===== src/rtl/phase_clk_pkg.sv =====
package phase_clk_pkg;

    // sixteenth-turn step count width (0..16 plus headroom)
    localparam int STEP_W    = 5;
    localparam int FULL_TURN = 16;

    localparam logic [1:0] MODE_FOLLOW = 2'b00;
    localparam logic [1:0] MODE_DRIVE  = 2'b01;

    typedef enum logic [2:0] {
        SRC_IDLE,
        SRC_DRIVE,
        SRC_FOLLOW,
        SRC_AUTO_WAIT,
        SRC_QUIET
    } src_e;

    // Offset in sixteenth turns: override steps, or address times two.
    function automatic logic [STEP_W-1:0] step_select(
        input logic              ovr,
        input logic [STEP_W-1:0] ovr_val,
        input logic [2:0]        addr_lo
    );
        if (ovr) begin
            step_select = (ovr_val >= STEP_W'(FULL_TURN)) ? '0 : ovr_val;
        end else begin
            step_select = {1'b0, addr_lo, 1'b0};
        end
    endfunction

endpackage


===== src/rtl/sync_edge_det.sv =====
module sync_edge_det (
    input  logic clk,
    input  logic rst,
    input  logic din,
    output logic rise
);
    logic [2:0] sh;

    always_ff @(posedge clk) begin
        if (rst) sh <= '0;
        else     sh <= {sh[1:0], din};
    end

    assign rise = sh[1] & ~sh[2];
endmodule


===== src/rtl/period_meter.sv =====
module period_meter #(
    parameter int CNT_W      = 8,
    parameter int MIN_PERIOD = 16,
    parameter int MAX_PERIOD = 80
) (
    input  logic             clk,
    input  logic             rst,
    input  logic             clr,
    input  logic             run,
    input  logic             rise,
    output logic             edge_ok,
    output logic             locked,
    output logic [CNT_W-1:0] meas
);
    localparam logic [CNT_W-1:0] GAP_MAX = '1;

    logic [CNT_W-1:0] gap;
    logic             have_prev;
    logic             gap_legal;

    assign gap_legal = have_prev && (gap >= CNT_W'(MIN_PERIOD)) && (gap <= CNT_W'(MAX_PERIOD));
    assign edge_ok   = run && rise && gap_legal;

    always_ff @(posedge clk) begin
        if (rst || clr) begin
            gap       <= '0;
            have_prev <= 1'b0;
            locked    <= 1'b0;
            meas      <= '0;
        end else if (run) begin
            if (rise) begin
                if (gap_legal) begin
                    meas   <= gap;
                    locked <= 1'b1;
                end
                gap       <= CNT_W'(1);
                have_prev <= 1'b1;
            end else if (gap != GAP_MAX) begin
                gap <= gap + CNT_W'(1);
            end
        end
    end

    assert_meas_in_range_R4: assert property (@(posedge clk) disable iff (rst)
        locked |-> (meas >= CNT_W'(MIN_PERIOD) && meas <= CNT_W'(MAX_PERIOD)));

    assert_lock_needs_edge_R4: assert property (@(posedge clk) disable iff (rst)
        $rose(locked) |-> $past(rise));
endmodule


===== src/rtl/phase_delay.sv =====
module phase_delay #(
    parameter int CNT_W = 8
) (
    input  logic             clk,
    input  logic             rst,
    input  logic             en,
    input  logic             tick,
    input  logic [CNT_W-1:0] delay,
    output logic             cycle_start,
    output logic [CNT_W-1:0] phase_cnt
);
    localparam logic [CNT_W-1:0] PC_MAX = '1;

    logic             armed;
    logic [CNT_W-1:0] wait_cnt;
    logic             fire;

    assign fire = armed && (wait_cnt == '0) && !tick;

    always_ff @(posedge clk) begin
        if (rst || !en) begin
            armed       <= 1'b0;
            wait_cnt    <= '0;
            cycle_start <= 1'b0;
            phase_cnt   <= '0;
        end else begin
            cycle_start <= fire;
            if (tick) begin
                armed    <= 1'b1;
                wait_cnt <= delay;
            end else if (fire) begin
                armed <= 1'b0;
            end else if (armed) begin
                wait_cnt <= wait_cnt - CNT_W'(1);
            end
            if (fire)                     phase_cnt <= '0;
            else if (phase_cnt != PC_MAX) phase_cnt <= phase_cnt + CNT_W'(1);
        end
    end

    assert_single_pulse_R3: assert property (@(posedge clk) disable iff (rst)
        cycle_start |=> !cycle_start);

    assert_phase_zero_R10: assert property (@(posedge clk) disable iff (rst)
        cycle_start |-> (phase_cnt == '0));
endmodule


===== src/rtl/phase_clk_gen.sv =====
module phase_clk_gen
    import phase_clk_pkg::*;
#(
    parameter int CNT_W      = 8,
    parameter int ADDR_W     = 7,
    parameter int INT_PERIOD = 40,
    parameter int MIN_PERIOD = 16,
    parameter int MAX_PERIOD = 80,
    parameter int DET_WIN    = 256
) (
    input  logic              clk,
    input  logic              rst,
    input  logic              en,
    input  logic              sync_in,
    input  logic [1:0]        mode_sel,
    input  logic [ADDR_W-1:0] dev_addr,
    input  logic              ovr_en,
    input  logic [STEP_W-1:0] ovr_steps,
    output logic              sync_out,
    output logic              sync_oe,
    output logic              cycle_start,
    output logic [CNT_W-1:0]  phase_cnt,
    output logic              clk_lost,
    output logic [CNT_W-1:0]  meas_period
);
    localparam int               WIN_W = $clog2(DET_WIN + 1);
    localparam int               PRD_W = STEP_W + CNT_W;
    localparam logic [CNT_W-1:0] D_MAX = '1;

    function automatic logic [CNT_W-1:0] offset_delay(
        input logic [STEP_W-1:0] steps,
        input logic [CNT_W-1:0]  per
    );
        logic [PRD_W-1:0] prod;
        prod = PRD_W'(steps) * PRD_W'(per);
        return prod[CNT_W+3:4];
    endfunction

    src_e              src;
    logic              en_q, en_rise;
    logic [CNT_W-1:0]  d, per_sel, delay;
    logic [CNT_W:0]    lost_lim;
    logic [WIN_W-1:0]  win;
    logic              lost, rise, edge_ok, locked;
    logic              meter_run, free_run, on_int, lost_evt, to_quiet, ref_tick;
    logic [STEP_W-1:0] steps;
    logic              addr_hi_unused;

    assign addr_hi_unused = ^dev_addr[ADDR_W-1:3];
    assign en_rise   = en & ~en_q;
    assign on_int    = (src == SRC_DRIVE) || (src == SRC_QUIET);
    assign meter_run = en && !lost && ((src == SRC_FOLLOW) || (src == SRC_AUTO_WAIT));
    assign free_run  = on_int || lost;
    assign per_sel   = on_int ? CNT_W'(INT_PERIOD) : meas_period;
    assign lost_lim  = {1'b0, meas_period} + {2'b00, meas_period[CNT_W-1:1]};
    assign lost_evt  = (src == SRC_FOLLOW) && locked && !lost && ({1'b0, d} >= lost_lim);
    assign to_quiet  = (src == SRC_AUTO_WAIT) && !edge_ok && (win == WIN_W'(DET_WIN - 1));
    assign ref_tick  = en && !en_rise &&
                       (edge_ok || lost_evt || (free_run && (d == per_sel - CNT_W'(1))));
    assign steps     = step_select(ovr_en, ovr_steps, dev_addr[2:0]);
    assign delay     = offset_delay(steps, per_sel);
    assign sync_oe   = (src == SRC_DRIVE);
    assign sync_out  = sync_oe && (d < CNT_W'(INT_PERIOD / 2));
    assign clk_lost  = lost;

    sync_edge_det u_edge (
        .clk  (clk),
        .rst  (rst),
        .din  (sync_in),
        .rise (rise)
    );

    period_meter #(
        .CNT_W      (CNT_W),
        .MIN_PERIOD (MIN_PERIOD),
        .MAX_PERIOD (MAX_PERIOD)
    ) u_meter (
        .clk     (clk),
        .rst     (rst),
        .clr     (!en),
        .run     (meter_run),
        .rise    (rise),
        .edge_ok (edge_ok),
        .locked  (locked),
        .meas    (meas_period)
    );

    phase_delay #(
        .CNT_W (CNT_W)
    ) u_delay (
        .clk         (clk),
        .rst         (rst),
        .en          (en),
        .tick        (ref_tick),
        .delay       (delay),
        .cycle_start (cycle_start),
        .phase_cnt   (phase_cnt)
    );

    always_ff @(posedge clk) begin
        if (rst) begin
            en_q <= 1'b0;
            src  <= SRC_IDLE;
            d    <= '0;
            lost <= 1'b0;
            win  <= '0;
        end else begin
            en_q <= en;
            if (!en) begin
                src  <= SRC_IDLE;
                d    <= '0;
                lost <= 1'b0;
                win  <= '0;
            end else if (en_rise) begin
                d    <= '0;
                lost <= 1'b0;
                win  <= '0;
                case (mode_sel)
                    MODE_DRIVE:  src <= SRC_DRIVE;
                    MODE_FOLLOW: src <= SRC_FOLLOW;
                    default:     src <= SRC_AUTO_WAIT;
                endcase
            end else begin
                if (ref_tick || to_quiet) d <= '0;
                else if (d != D_MAX)      d <= d + CNT_W'(1);
                if (lost_evt) lost <= 1'b1;
                if (src == SRC_AUTO_WAIT) begin
                    if (edge_ok)       src <= SRC_FOLLOW;
                    else if (to_quiet) src <= SRC_QUIET;
                    else               win <= win + WIN_W'(1);
                end
            end
        end
    end

    assert_mode_held_R9: assert property (@(posedge clk) disable iff (rst)
        (sync_oe && en) |=> sync_oe);

    assert_off_when_disabled_R11: assert property (@(posedge clk) disable iff (rst)
        !en |=> (!sync_oe && !cycle_start));

    assert_lost_sticky_R7: assert property (@(posedge clk) disable iff (rst)
        (clk_lost && en) |=> clk_lost);

    assert_drive_never_lost_R2: assert property (@(posedge clk) disable iff (rst)
        sync_oe |-> !clk_lost);
endmodule


===== config.mk =====
export PLATFORM = sky130hd
export DESIGN_NAME = phase_clk_gen
export DESIGN_NICKNAME = d
export VERILOG_FILES = /design/src/rtl/phase_clk_pkg.sv /design/src/rtl/sync_edge_det.sv /design/src/rtl/period_meter.sv /design/src/rtl/phase_delay.sv /design/src/rtl/phase_clk_gen.sv
export SDC_FILE = /design/constraint.sdc
export NUM_CORES = 1
export LEC_CHECK = 0
export ABC_AREA = 1
export BUFFER_PORTS_ARGS = -buffer_cell sky130_fd_sc_hd__buf_2
export CAP_MARGIN = 20
export CORE_MARGIN = 3
export CORE_UTILIZATION = 61
export DETAILED_ROUTE_END_ITERATION = 8
export GPL_ROUTABILITY_DRIVEN = 0
export PLACE_DENSITY = 0.82
export SETUP_SLACK_MARGIN = 0.02
export SYNTH_ARGS = -nofsm -noshare
export SYNTH_HDL_FRONTEND = slang
export SYNTH_SLANG_ARGS = --single-unit

===== constraint.sdc =====
create_clock -name clk -period 6.4 [get_ports clk]
set_input_delay 1.28 -clock clk [delete_from_list [all_inputs] [get_ports clk]]
set_output_delay 1.28 -clock clk [all_outputs]
set_load 0.1 [all_outputs]

==> results.yml, run 1 <==
worst_setup_path:
  worstRegToRegCells: 23
  rr_startpoint: "src[2]"
  cp_cell_sequence: "buf_2, inv_1, nand2_1, inv_1, a22oi_1, inv_1, nand2_1, inv_1, fa_1, fa_1, inv_1, fa_1, inv_1, ha_1, a21oi_1, o21ai_0, a221oi_1, nand3_1, nand2_1, nand2_1, nand2_1, a21oi_1"
  cpMostUsedCell: "inv_1"
  cp.required_ns: 6.60
  cp_num_buf_inv: 7
  r2r_slack_ns: 1.92
  reg2reg_to: "u_delay.wait_cnt[6]"
  cp-start-kind: "primary input"
  crit_family: "adder cells"
  crit_arrival_ns: 5.37
  end_kind: "register"
  crit_path_top_delay_cell: "fa_1"
  path_max_fanout: 6
  cpPeakStageDelay_ns: 0.55
  path_class: "in2reg"
route:
  wire_per_inst_um: 12.5
  drtIter0Drc: 238
  wl_met3_um: 551
  vias: 4624
  drc: 0
  wl_met1_mm: 4.98
  routed.top_layer: "met4"
  via_per_inst: 5.38
  dr.pass1.iters: 5
  postRouteAntennaNets: 0
  dr_wl_met2_mm: 5.09
  wl_mm: 10.8
synthesis:
  synth_commonest_cells: "138 x nand2_1, 129 x inv_1, 73 x nor2_1"
  ys_seq_area_frac: 0.249
  synth.distinct_cells: 40
  postSynth.asyncResetShare: 0
  synth_cells: 710
  post-synth-top-count-cell: "nand2_1"
  yosys.area.top_type: "dfxtp_1"
  synth_area_mm2: 0.00490
  dominantRegCellSynth: "dfxtp_1"
  synth_edf_count: 0
  yosysTopAreaCellShare: 0.249
  synth-warning-count: 0
  synth_seq_cells: 61
  avgSynthCellArea_um2: 6.90
  synthTopCellsByArea: "dfxtp_1 25%, ha_1 11%, nand2_1 11%"
die:
  fp.coreArea_mm2: 0.00777
  start_util: 0.631
  die_w_um: 95.6
  die_area_mm2: 0.00914
  rows: 32
  io_pins: 39
  die_height_um: 95.6
power:
  p_leak_nw: 2.67
  vdd_ir_drop_max_v: 0.000197
  power_density_mw_per_mm2: 156
finish:
  synthToLayoutAreaGrowth_pct: 9.93
  drive_gt1_frac: 0.0978
  insertedDiodeCount: 0
  finish.net_count: 831
  stdcell_count: 859
  fin_util: 0.693
clock_tree:
  holdBufCountCts: 0
  numCtsBuffers: 9
  root_buffer: "clkbuf_8"
  cts_setup_buffers: 0
  clk_latency_ns: 0.34
  cts_resized: 0
  cts_sinks: 61
  cts_max_path_buffers: 2
  htree_levels: 3
  cts.clk_slew.worst_paths_ns: 0.06
  cts_tree: "built"
global_routing:
  grt_max_degree: 21
  grt_usage: 0.260
  grt_pass1_wl_mm: 19.2
  antenna_found_initial: 0
  grt_pass1_vias: 4411
  grt-ovfl-total: 0
min_path:
  min-delay-start: "u_edge.sh[0]"
  hold_end: "u_edge.sh[1]"
  min_path_cells: 2
  hp-class: "reg2reg"
placed_design:
  dp_hpwl_mm: 8.29
  io_buffers: 34
  post-place-cells: 844
sta:
  setup_violations: 0
  tightestPinTransition_ns: 0.628
  finalCritPeriodShare: 0.807
  layout_min_cycle_time_ns: 5.17
  finClkSkew_ns: 0.00815
  holdWs_ns: 0.405
  tns_ns: 0
  hold_violations: 0
  maxSlewViolCount: 0
  max_freq_mhz: 194
  rsz0062_at_grt: "false"
  slew_headroom: 0.581
flow_run:
  cap_violations: 0
outcome:
  status: "completed"
==> registers in the layout, summed over array words and instances (netlist names) <==
signal               flops
u_meter.gap              8
u_delay.wait_cnt         8
u_delay.armed            1
clk_lost                 1
u_delay.phase_cnt        8
u_edge.sh                3
u_delay.cycle_start      1
src                      3
win                      9
u_meter.meas             8
u_meter.locked           1
en_q                     1
d                        8
u_meter.have_prev        1
==> power by group <==
part	internal, W	total (W)	leakage, nW	switching [W]
Sequential	0.000382	0.000385	0.493	0.00000250
Clock	0.000227	0.000378	0.105	0.000150
Combinational	0.0000243	0.0000784	2.07	0.0000541
==> cell families (layout without fill, tap and decap cells) <==
| kind of cell | after synthesis | after routing | synth area share |
|---|---|---|---|
| other | 2 | 7 | 0.00153 |
| flip-flops | 61 | 61 | 0.249 |
| AO/OA/AOI/OAI | 101 | 101 | 0.119 |
| AND/OR/NAND/NOR | 320 | 320 | 0.292 |
| adder cells (fa/ha/maj) | 59 | 59 | 0.177 |
| XOR/XNOR | 29 | 29 | 0.0518 |
| buffers and inverters | 138 | 180 | 0.110 |
==> worst register-to-register path: stages, from the launching register on <==
cell	delay, ns
dfxtp_1	0.43
inv_2	0.08
nand2_2	0.07
nand2_1	0.06
nand2_2	0.31
nand2_1	0.20
nor2_1	0.19
fa_1	0.48
fa_1	0.55
inv_1	0.06
fa_1	0.54
inv_1	0.05
ha_1	0.36
a21o_1	0.18
inv_1	0.08
nor2_1	0.05
a211oi_1	0.24
nand2_1	0.09
nand2_1	0.06
nand2_1	0.04
inv_1	0.04
nand2_1	0.06
nand2_1	0.08
a21oi_1	0.06
==> routing by layer <==
| layer | GRT usage | vias to the layer above |
|---|---|---|
| li1 | - | 2365 |
| met1 | 0.337 | 2134 |
| met2 | 0.435 | 111 |
| met3 | 0.0497 | 14 |
| met4 | 0.0794 | 0 |
| met5 | 0 | - |
==> layout by cell type (no fill, tap or decap), types with 5 or more instances in the layout <==
| cell | synthesis | routed |
|---|---|---|
| fa_1 | 17 | 17 |
| nand4_1 | 12 | 12 |
| inv_1 | 129 | 129 |
| nand2_1 | 138 | 138 |
| nor3_1 | 18 | 18 |
| nand3_1 | 51 | 51 |
| dfxtp_1 | 61 | 61 |
| o21ai_0 | 29 | 29 |
| conb_1 | 2 | 7 |
| clkbuf_8 | 0 | 10 |
| xor2_1 | 21 | 21 |
| nand2_2 | 8 | 8 |
| xnor2_1 | 8 | 8 |
| nor2_1 | 73 | 73 |
| a21oi_1 | 48 | 48 |
| a211oi_1 | 5 | 5 |
| ha_1 | 42 | 42 |
| buf_2 | 0 | 34 |
==> cell type report <==
class                   count  area (µm²)
fillers                   660        2380
multi-input cells         516        3160
repair buffers             35         178
clock buffers              11         141
clock inverters             4        72.6
flip-flops and latches     61        1220
inverters                 130         488
well taps                 102         128
==> worst max path at each step <==
stage                       startpoint                   to  slack, ns  cells after the start
after CTS                 ovr_steps[4]  u_delay.wait_cnt[7]       1.26                     22
final                     ovr_steps[4]  u_delay.wait_cnt[7]       1.23                     22
after global placement          ovr_en  u_delay.wait_cnt[7]       1.02                     21
after floorplan                 src[1]             sync_out       1.14                      3
after global routing      ovr_steps[4]  u_delay.wait_cnt[7]       0.90                     22
after detailed placement  ovr_steps[4]  u_delay.wait_cnt[7]       0.92                     22
==> metrics by stage <==
stage | total power [W] | area [µm²] | worst slack (ns)
2_1_floorplan | 0.000452 | 4920 | 1.14
3_3_place_gp | 0.000468 | 5170 | 1.02
3_5_place_dp | 0.000470 | 5170 | 0.919
4_1_cts | 0.000847 | 5390 | 1.26
5_1_grt | 0.000880 | 5390 | 0.899
6_report | 0.000841 | 5390 | 1.23
Power figures use the tool's default switching activity.
==> run 2: changes to the inputs <==
Clock period 6.4 ns to 5.1 ns, I/O delays scaled along.
==> run 2 against run 1 <==
Compared with the run above: count of clock-buffer cells in the layout is 1 lower; power increased by 20%; flip-flop and latch count stayed put; clock power increased by 13%; design area grew 0.14%; critical path type unchanged; global-route usage grew 0.25 points; via count is essentially flat; clock skew rose by 0.0053 ns; cell count up 0.58%; setup slack lost 0.69 ns.
==> results.yml, run 2 (synthesis results as in run 1) <==
power:
  p_sw_w: 0.000275
  p_clk_frac: 0.423
  seq_power_share: 0.477
  power_density_mw_per_mm2: 188
  vdd_ir_drop_max_v: 0.000191
  p_leak_nw: 2.68
  power.share.switching: 0.272
  combPwrFrac: 0.100
  p_int_w: 0.000737
clock_tree:
  clk_latency_ns: 0.35
  htree_levels: 3
  cts_setup_buffers: 0
  numCtsBuffers: 9
  root_buffer: "clkbuf_8"
  cts_max_path_buffers: 2
  cts_sinks: 61
  cts.clk_slew.worst_paths_ns: 0.07
  holdBufCountCts: 0
  cts_resized: 0
  cts_tree: "built"
die:
  rows: 32
  fp.coreArea_mm2: 0.00777
  die_w_um: 95.6
  io_pins: 39
  start_util: 0.631
  die_height_um: 95.6
  die_area_mm2: 0.00914
placed_design:
  placed_area_mm2: 0.00520
  dp_hpwl_mm: 8.47
  io_buffers: 34
  post-place-cells: 848
finish:
  stdcell_count: 864
  layout_commonest_cell: "nand2_1"
  drive_gt1_frac: 0.104
  largest_register_ffs: 9
  finish.net_count: 835
  layout_common_cells: "138 x nand2_1, 129 x inv_1, 73 x nor2_1, 61 x dfxtp_1, 51 x nand3_1"
  insertedDiodeCount: 0
  synthToLayoutAreaGrowth_pct: 10.1
  largest-register: "win"
  final_cell_area_mm2: 0.00539
global_routing:
  grt_max_degree: 20
  grt_pass1_vias: 4423
  grt-ovfl-total: 0
  grt_usage: 0.262
  grt_pass1_wl_mm: 19.2
  antenna_found_initial: 0
route:
  drtIter0Drc: 217
  wl_mm: 10.8
  wire_per_inst_um: 12.5
  vias: 4623
  postRouteAntennaNets: 0
  drc: 0
  dr.pass1.iters: 5
  via_per_inst: 5.35
sta:
  tightestPinTransition_ns: 0.639
  layout_min_cycle_time_ns: 4.56
  max_freq_mhz: 219
  holdWs_ns: 0.420
  tns_ns: 0
  rsz0062_at_grt: "false"
  finClkSkew_ns: 0.0134
  setup_violations: 0
  hold_violations: 0
  finalCritPeriodShare: 0.894
  slew_headroom: 0.574
  maxSlewViolCount: 0
outcome:
  status: "completed"
worst_setup_path:
  cp.required_ns: 5.31
  r2r_slack_ns: 0.90
  path_max_fanout: 6
  end_kind: "register"
  crit_arrival_ns: 4.77
  cp-start-kind: "primary input"
  path_class: "in2reg"
min_path:
  hp-class: "reg2reg"
flow_run:
  cap_violations: 0
-- run 2: changes by cell type in the layout (fill, tap and decap cells not counted) --
cell / change
clkbuf_8: -1
bufinv_16: -1
buf_4: +4
clkinvlp_4: +1
clkinv_2: +1
clkinv_4: +1
-- run 2: per-stage QoR --
stage | utilization | total power (W) | worst slack, ns
floorplan | - | 0.000567 | 0.100
global placement | 0.670 | 0.000590 | 0.212
detailed placement | 0.670 | 0.000594 | 0.165
CTS | 0.694 | 0.00102 | 0.523
global route | 0.694 | 0.00106 | 0.178
finish | 0.694 | 0.00101 | 0.541
-- run 2: metal layers --
metal,track usage,share of wire,up-vias
met1,0.333,0.46,2110
met3,0.0481,0.046,20
met2,0.449,0.47,120
met4,0.0806,0.017,0
li1,-,-,2373
met5,0,0,-
-- run 2: final cells by class --
| cell class | instances | area [µm²] |
|---|---|---|
| sequential | 61 | 1220 |
| timing repair buffer | 39 | 208 |
| clock buffer | 10 | 128 |
| inverter | 130 | 488 |
| fill | 682 | 2370 |
| tap | 102 | 128 |
| clock inverter | 6 | 63.8 |
| multi-input combinational | 516 | 3160 |
-- run 2: worst paths after layout --
check	start	endpoint	depth (start not counted)
max reg2reg	src[2]	u_delay.wait_cnt[7]	18
min reg2reg	u_edge.sh[0]	u_edge.sh[1]	2
min	u_edge.sh[0]	u_edge.sh[1]	2
max	ovr_en	u_delay.wait_cnt[7]	21
-- run 2: power by group through the flow --
stage | registers [W] | clock network (W) | logic [W]
4_1_cts | 0.000483 | 0.000437 | 0.000101
6_report | 0.000483 | 0.000428 | 0.000101
2_1_floorplan | 0.000499 | 0 | 0.0000686
3_5_place_dp | 0.000494 | 0 | 0.000100
3_3_place_gp | 0.000493 | 0 | 0.0000969
5_1_grt | 0.000483 | 0.000458 | 0.000115
-- run 2: critical path, cell delays in order --
cell      delay [ns]
buf_2           0.11
nand2_1         0.09
inv_1           0.06
a22oi_1         0.19
inv_1           0.14
nand2_1         0.08
inv_1           0.05
fa_1            0.48
fa_1            0.54
inv_1           0.05
fa_1            0.53
inv_1           0.04
ha_1            0.37
a21oi_1         0.16
o21ai_0         0.14
a221oi_1        0.33
nand3_1         0.11
nand2_1         0.08
nand2_1         0.06
nand2_1         0.07
a21oi_1         0.06
==> run 3: changes to the inputs <==
==> constraint.sdc (replaced) <==
create_clock -name clk -period 4.45 [get_ports clk]
set_input_delay 0.89 -clock clk [delete_from_list [all_inputs] [get_ports clk]]
set_output_delay 0.89 -clock clk [all_outputs]
set_load 0.005 [all_outputs]
==> run 3 against run 2 <==
Compared with the run above: first-iteration DRC count fell by 12%; sequential share of layout area fell by 0.92 points; largest cell class unchanged; core utilization rose by 2.9 points.
==> results.yml, run 3 (synthesis results as in run 1) <==
outcome:
  status: "completed"
clock_tree:
  clk_latency_ns: 0.34
  cts_sinks: 61
  cts_max_path_buffers: 2
  root_buffer: "clkbuf_8"
  cts.clk_slew.worst_paths_ns: 0.08
  cts_tree: "built"
  htree_levels: 3
  numCtsBuffers: 9
  holdBufCountCts: 0
power:
  p_sw_w: 0.000307
  power_w: 0.00113
  power_density_mw_per_mm2: 200
  seq_power_share: 0.492
  vdd_ir_drop_max_v: 0.000227
  p_clk_frac: 0.398
  p_leak_nw: 2.77
  combPwrFrac: 0.111
  p_int_w: 0.000818
  power.share.switching: 0.273
finish:
  synthToLayoutAreaGrowth_pct: 14.7
  finish.net_count: 857
  drive_gt1_frac: 0.148
  insertedDiodeCount: 0
  largest-register: "win"
  layout_common_cells: "138 x nand2_1, 126 x inv_1, 72 x nor2_1, 61 x dfxtp_1, 51 x nand3_1"
  layout_commonest_cell: "nand2_1"
  largest_register_ffs: 9
  nFillCells: 628
worst_setup_path:
  end_kind: "register"
  cp-start-kind: "primary input"
  cp.required_ns: 4.67
  path_max_fanout: 4
  crit_arrival_ns: 4.49
  path_class: "in2reg"
  r2r_slack_ns: 0.34
die:
  die_w_um: 95.6
  die_area_mm2: 0.00914
  rows: 32
  io_pins: 39
  fp.coreArea_mm2: 0.00777
  die_height_um: 95.6
  start_util: 0.631
sta:
  maxSlewViolCount: 0
  finalCritPeriodShare: 0.960
  setup_violations: 0
  slew_headroom: 0.584
  tightestPinTransition_ns: 0.624
  hold_violations: 0
  layout_min_cycle_time_ns: 4.27
  max_freq_mhz: 234
  tns_ns: 0
  setup_slack_ns: 0.177
  finClkSkew_ns: 0.0119
global_routing:
  antenna_found_initial: 0
  grt_max_degree: 20
  grt_usage: 0.265
  grt-ovfl-total: 0
  grt_pass1_vias: 4529
  grt_pass1_wl_mm: 19.3
flow_run:
  cap_violations: 0
min_path:
  hp-class: "reg2reg"
route:
  vias: 4800
  via_per_inst: 5.42
  drc: 0
  wl_mm: 11.5
  postRouteAntennaNets: 0
  dr.pass1.iters: 6
  drtIter0Drc: 190
  wire_per_inst_um: 13.0
placed_design:
  place_ws_ns: -0.237
  io_buffers: 34
  dp_hpwl_mm: 8.95
[run 3: changes by cell type in the layout (fill, tap and decap cells not counted), sizes merged]
cell / before / now
clkbuf: 10 / 11
bufinv: 1 / 0
clkinvlp: 2 / 3
clkinv: 3 / 2
buf: 39 / 61
[run 3: final timing paths]
kind / start / to / depth (start not counted)
setup / recovery: ovr_en / u_delay.wait_cnt[7] / 20
hold / removal: u_edge.sh[0] / u_edge.sh[1] / 2
setup reg to reg: src[2] / u_delay.wait_cnt[7] / 19
hold reg to reg: u_edge.sh[0] / u_edge.sh[1] / 2
[run 3: worst max-delay path, stage by stage]
cell	delay, ns
buf_2	0.11
nand2_1	0.09
inv_2	0.05
a22oi_2	0.19
buf_4	0.17
nor2_1	0.05
fa_1	0.51
fa_1	0.56
inv_1	0.06
fa_1	0.53
inv_1	0.06
ha_4	0.25
a21oi_1	0.13
o21ai_1	0.10
a221oi_2	0.31
nand3_1	0.12
nand2_1	0.10
nand2_1	0.07
nand2_1	0.08
a21oi_1	0.05
[run 3: per-stage QoR]
stage	cells	hold slack, ns	utilization	area, µm²
floorplan	715	0.388	-	4930
global placement	869	0.392	0.691	5370
detailed placement	869	0.400	0.691	5370
CTS	885	0.402	0.714	5550
global route	886	0.421	0.724	5620
finish	886	0.399	0.724	5620
[run 3: timing repair]
| item | in CTS | in global routing |
|---|---|---|
| hold endpoints to repair | 0 | 0 |
| setup endpoints to repair | 0 | 6 |
| setup buffers | 0 | 1 |
| gates resized for setup | 0 | 14 |
[run 3: power groups by stage]
stage,Clock [W],Combinational [W],Sequential (W)
after floorplan,0,0.0000743,0.000565
after global placement,0,0.000112,0.000566
after detailed placement,0,0.000117,0.000566
after CTS,0.000455,0.000118,0.000553
after global routing,0.000479,0.000141,0.000554
final,0.000447,0.000125,0.000553
[run 3: per-layer routing]
| layer | vias up | wire (µm) | global-route usage |
|---|---|---|---|
| li1 | 2416 | - | - |
| met1 | 2210 | 5030 | 0.333 |
| met2 | 145 | 5570 | 0.457 |
| met3 | 29 | 622 | 0.0489 |
| met4 | 0 | 247 | 0.0841 |
| met5 | - | 0 | 0 |
[run 3: layout make-up]
type	instances	area, µm²	area share
Clock buffer	11	141	0.0252
Timing Repair Buffer	61	373	0.0663
Tap cell	102	128	0.0227
Inverter	130	488	0.0868
Multi-Input combinational cell	516	3230	0.575
Sequential cell	61	1220	0.217
Clock inverter	5	36.3	0.00645
